## src/rtl/esr_pkg.sv

```systemverilog
// Package: shared sizing for the sticky error status register.
// Assumes the status word is at least as wide as the error field.
package esr_pkg;
    localparam int unsigned ESR_WORD_W = 16;
    localparam int unsigned ESR_ERR_W  = 8;
endpackage

```

## src/rtl/esr_sticky_bank.sv

```systemverilog
// Module: esr_sticky_bank
// A row of sticky bits. A set pulse on a bit latches it high. A clear
// empties the row, but a set pulse in the same cycle as the clear wins,
// so that an error is never dropped.
// Assumes: set_i pulses are synchronous to clk; reset is synchronous active low.
module esr_sticky_bank #(
    parameter int unsigned ERR_W = esr_pkg::ESR_ERR_W
) (
    input  logic             clk,
    input  logic             rst_n,
    input  logic [ERR_W-1:0] set_i,
    input  logic             clr_i,
    output logic [ERR_W-1:0] bits_o
);

    for (genvar g = 0; g < ERR_W; g++) begin : g_cell
        logic held_q;

        // Purpose: hold one error bit until cleared or reset; a set beats a clear.
        always_ff @(posedge clk) begin
            if (!rst_n) begin
                held_q <= 1'b0;
            end else if (set_i[g]) begin
                held_q <= 1'b1;
            end else if (clr_i) begin
                held_q <= 1'b0;
            end
        end

        assign bits_o[g] = held_q;
    end

endmodule

```

## src/rtl/esr_flag_edge.sv

```systemverilog
// Module: esr_flag_edge
// Reduces the sticky bits to a terminal flag. It also produces a
// one-cycle request in the first cycle in which the flag is high after
// having been low.
// Assumes: bits_i comes straight from registers; reset is synchronous active low.
module esr_flag_edge #(
    parameter int unsigned ERR_W = esr_pkg::ESR_ERR_W
) (
    input  logic             clk,
    input  logic             rst_n,
    input  logic [ERR_W-1:0] bits_i,
    output logic             flag_o,
    output logic             rise_o
);

    logic flag_prev_q;

    // Purpose: terminal flag is the OR of all stored error bits.
    always_comb begin
        flag_o = |bits_i;
    end

    // Purpose: remember last cycle's flag to find its rising edge.
    always_ff @(posedge clk) begin
        if (!rst_n) begin
            flag_prev_q <= 1'b0;
        end else begin
            flag_prev_q <= flag_o;
        end
    end

    // Purpose: request lasts only the first cycle of a high flag.
    always_comb begin
        rise_o = flag_o & ~flag_prev_q;
    end

endmodule

```

## src/rtl/esr_read_mux.sv

```systemverilog
// Module: esr_read_mux
// Places the error field in the low end of the status word and fills
// the unused upper bits with zeros.
// Assumes: WORD_W >= ERR_W.
module esr_read_mux #(
    parameter int unsigned WORD_W = esr_pkg::ESR_WORD_W,
    parameter int unsigned ERR_W  = esr_pkg::ESR_ERR_W
) (
    input  logic [ERR_W-1:0]  bits_i,
    output logic [WORD_W-1:0] word_o
);

    localparam int unsigned PAD_W = WORD_W - ERR_W;

    if (PAD_W > 0) begin : g_pad
        // Purpose: zero-extend the stored bits to the word width.
        always_comb begin
            word_o = {{PAD_W{1'b0}}, bits_i};
        end
    end else begin : g_nopad
        // Purpose: word and field have equal width; pass through.
        always_comb begin
            word_o = bits_i;
        end
    end

endmodule

```

## src/rtl/err_status_reg.sv

```systemverilog
// Module: err_status_reg (top)
// Sticky, clear-on-read error status word with a terminal flag and a
// one-cycle interface-reset request on the rise of that flag.
// Assumes: rd_en and err_pulse are synchronous to clk; rst_n is a
// synchronous active-low reset.
module err_status_reg #(
    parameter int unsigned WORD_W = esr_pkg::ESR_WORD_W,
    parameter int unsigned ERR_W  = esr_pkg::ESR_ERR_W
) (
    input  logic              clk,
    input  logic              rst_n,
    input  logic [ERR_W-1:0]  err_pulse,
    input  logic              rd_en,
    output logic [WORD_W-1:0] rd_data,
    output logic              term_flag,
    output logic              intf_rst_req
);

    logic [ERR_W-1:0] stat_bits;

    esr_sticky_bank #(.ERR_W(ERR_W)) u_bank (
        .clk    (clk),
        .rst_n  (rst_n),
        .set_i  (err_pulse),
        .clr_i  (rd_en),
        .bits_o (stat_bits)
    );

    esr_flag_edge #(.ERR_W(ERR_W)) u_flag (
        .clk    (clk),
        .rst_n  (rst_n),
        .bits_i (stat_bits),
        .flag_o (term_flag),
        .rise_o (intf_rst_req)
    );

    esr_read_mux #(.WORD_W(WORD_W), .ERR_W(ERR_W)) u_rmux (
        .bits_i (stat_bits),
        .word_o (rd_data)
    );

endmodule

```

## config.mk

```make
export PLATFORM = sky130hd
export DESIGN_NAME = err_status_reg
export DESIGN_NICKNAME = d
export VERILOG_FILES = /design/src/rtl/esr_pkg.sv /design/src/rtl/esr_sticky_bank.sv /design/src/rtl/esr_flag_edge.sv /design/src/rtl/esr_read_mux.sv /design/src/rtl/err_status_reg.sv
export SDC_FILE = /design/constraint.sdc
export NUM_CORES = 1
export LEC_CHECK = 0
export BUFFER_PORTS_ARGS = -buffer_cell sky130_fd_sc_hd__buf_4
export CAP_MARGIN = 25
export CORE_AREA = 4 4 41 43
export CTS_BUF_LIST = sky130_fd_sc_hd__clkbuf_4
export DETAILED_ROUTE_END_ITERATION = 10
export DIE_AREA = 0 0 45 47
export HOLD_SLACK_MARGIN = 0.12
export PLACE_DENSITY = 0.73
export SYNTH_ARGS = -nofsm -noshare
export SYNTH_HDL_FRONTEND = slang
export SYNTH_SLANG_ARGS = --single-unit
```

## constraint.sdc

```tcl
create_clock -name clk -period 2.4 [get_ports clk]
set_input_delay 0.12 -clock clk [delete_from_list [all_inputs] [get_ports clk]]
set_output_delay 0.12 -clock clk [all_outputs]
set_load 0.01 [all_outputs]
```

==> reports/qor.csv <==
stage,metric,value,unit
route,detailed-route DRC error count,0,
logic_synthesis,Post-Synth Adder-Cell Area,0,
route,Via density,4.247,
route,Routed WL,851,um
floorplanning,Starting Density,0.3538,
status,run status,completed,
logic_synthesis,Cells after Synth,48,
place,GP Congestion,0.5932,
route,drt pass-1 iters,4,
clocking,htree depth,1,
floorplanning,core area,0.001301,mm^2
floorplanning,Top-Level Pins,29,
sta,Fin Setup TNS,0,ns
sta,RSZ-0062 raised after global routing,false,
pwr,total power,0.0003707,W
clocking,root buffer cell,clkbuf_4,
sta,clk_skew,0.002087,ns
floorplanning,chip height,47,um
logic_synthesis,Synth Area in Compound Gates,0.1576,
setup_path,Worst Path Buf+Inv,1,
logic_synthesis,#FFs+latches synth,9,
logic_synthesis,post-synthesis cell type count,10,
logic_synthesis,"Seq/Total Area, Yosys",0.3913,
logic_synthesis,Simple-Gate Fraction of Synth Area,0.1712,
sta,setup ws final,1.046,ns
clocking,CTS Buf Count,3,
setup_path,Worst path max stage delay,0.36,ns
clocking,"Reg clk slew, reported paths",0.06,ns
clocking,CTS tree,done,
pwr,Peak VDD IR,0.3025,mV
global_routing,global route overflow,0,
place,port bufs,20,
setup_path,critical path class,flop to primary output,
setup_path,CP cell instances,nor4_2 -> a21oi_1 -> buf_4,
sta,Tcrit/Tclk final,0.5643,
place,pre-CTS WS,1.331,ns
setup_path,CP Max Fanout,3,
logic_synthesis,Synth Warn #,0,
layout,Final Util,0.4923,
setup_path,CP Data Required Time,2.28,ns
setup_path,slowest CP cell,nor4_2,
global_routing,antenna violations before repair,0,
global_routing,vias in the first global route,347,
pwr,Cell Pwr Density,578.6,mW/mm^2
layout,fraction of layout instances using a drive strength above 1,0.3714,
sta,Tmin final,1.354,ns
setup_path,Critical Path AT,1.23,ns
route,DR WL/cell,10.01,um
logic_synthesis,post-synthesis mux area share,0,
clocking,Worst-Skew Late Latency,0.26,ns
global_routing,overall routing resource usage,0.09444,
place,Placed Instances,73,
layout,final net count,82,
route,Initial DRC Count,1,
clocking,clk buf depth,2,
sta,Achievable Freq,0.7384,GHz
route,via count of the routed design,361,
route,Post-DRT Antenna Nets,0,
place,Post-DP HPWL,644.5,um
setup_path,Critical Path Source Type,flop,
floorplanning,Die X,45,um
flow_run,Max-Cap Viols,0,
pwr,LEAKAGE,0.2968,nW
min_path,Worst Hold Class,input pin to flop,
sta,Final Hold Viols,0,
layout,Layout fillers,132,
sta,final setup fails,0,
setup_path,Crit. End Element,primary output,
clocking,hold buffers post-CTS,8,
setup_path,critical path's top delay family,simple AND/OR/NAND/NOR gates,
logic_synthesis,Syn Area/Cell,9.593,um^2
floorplanning,row count,13,
clocking,post-cts resize count,0,
logic_synthesis,xor and xnor area share after synthesis,0,
logic_synthesis,Post-Synthesis Cell Area,460.4,um^2
clocking,clock sink count,9,
layout,P&R area growth vs syn,39.13,%
layout,antenna cells,0,
layout,most frequent cells in the layout,"buf_4, dfxtp_1",
sta,max-slew violations,0,
clocking,post-CTS setup buffers,0,
layout,"commonest non-fill, non-tap cell in the layout",buf_4,
global_routing,pin count of the biggest net entering global routing,10,
logic_synthesis,combinational family with the most area after synthesis,buffers and inverters,
floorplanning,DIE AREA,0.002115,mm^2
global_routing,first-pass GRT wire length,1400,um
layout,number of non-filler instances in the completed layout,85,
-- per-layer routing --
layer | vias up | global-route usage | wire length, um
met2 | 23 | 0.1497 | 362
met3 | 4 | 0.04215 | 127
met1 | 158 | 0.09908 | 339
met4 | 0 | 0.07018 | 21
met5 | - | 0 | 0
li1 | 176 | - | -
-- logic make-up (layout without fill, tap and decap cells) --
| logic type | after synthesis | after routing |
|---|---|---|
| AND/OR/NAND/NOR | 11 | 11 |
| buffers and inverters | 17 | 32 |
| other | 1 | 8 |
| flip-flops | 9 | 9 |
| AO/OA/AOI/OAI | 10 | 10 |
-- flip-flops by register name, indices dropped and copies added (netlist names) --
| name | cells |
|---|---|
| u_flag.flag_prev_q | 1 |
| u_bank.g_cell.held_q | 8 |
-- synth_stat cells --
cell,instances,area share
nor2b_1,8,0.11
nand2_1,1,0.0081
buf_4,16,0.26
a21boi_1,1,0.016
conb_1,1,0.0081
buf_2,1,0.011
a21oi_1,1,0.011
nor4_2,2,0.054
dfxtp_1,9,0.39
o21a_1,8,0.13
-- layout make-up --
cell class / instances / area, um^2 / area share
multi-input combinational: 29 / 181.4 / 0.2832
clock buffer: 4 / 30.03 / 0.04688
sequential: 9 / 180.2 / 0.2813
timing repair buffer: 28 / 230.2 / 0.3594
tap: 15 / 18.77 / 0.02930
-- report_power, final --
part	switching [W]	internal [W]	leakage, nW
sequential	0.00000779	0.000160	0.0753
clock	0.0000550	0.0000755	0.0184
combinational	0.0000291	0.0000436	0.203
total	0.0000919	0.000279	0.297
-- worst paths after layout --
| path | from | to | slack, ns | depth (start not counted) |
|---|---|---|---|---|
| worst max-delay path | u_bank.g_cell[2].held_q | intf_rst_req | 1.05 | 3 |
| worst min-delay path | rst_n | u_bank.g_cell[5].held_q | 0.14 | 2 |
| worst max register to register | u_bank.g_cell[2].held_q | u_flag.flag_prev_q | 1.48 | 2 |
| worst min register to register | u_bank.g_cell[5].held_q | u_flag.flag_prev_q | 0.58 | 2 |
-- metrics by stage --
step / hold slack [ns] / area, um^2
CTS: 0.1402 / 640.6
floorplan: 0.2438 / 486.7
detailed placement: 0.3310 / 530.5
global placement: 0.3280 / 530.5
global route: 0.1551 / 640.6
finish: 0.1381 / 640.6
Note: power is estimated with default switching activity, not from simulation.
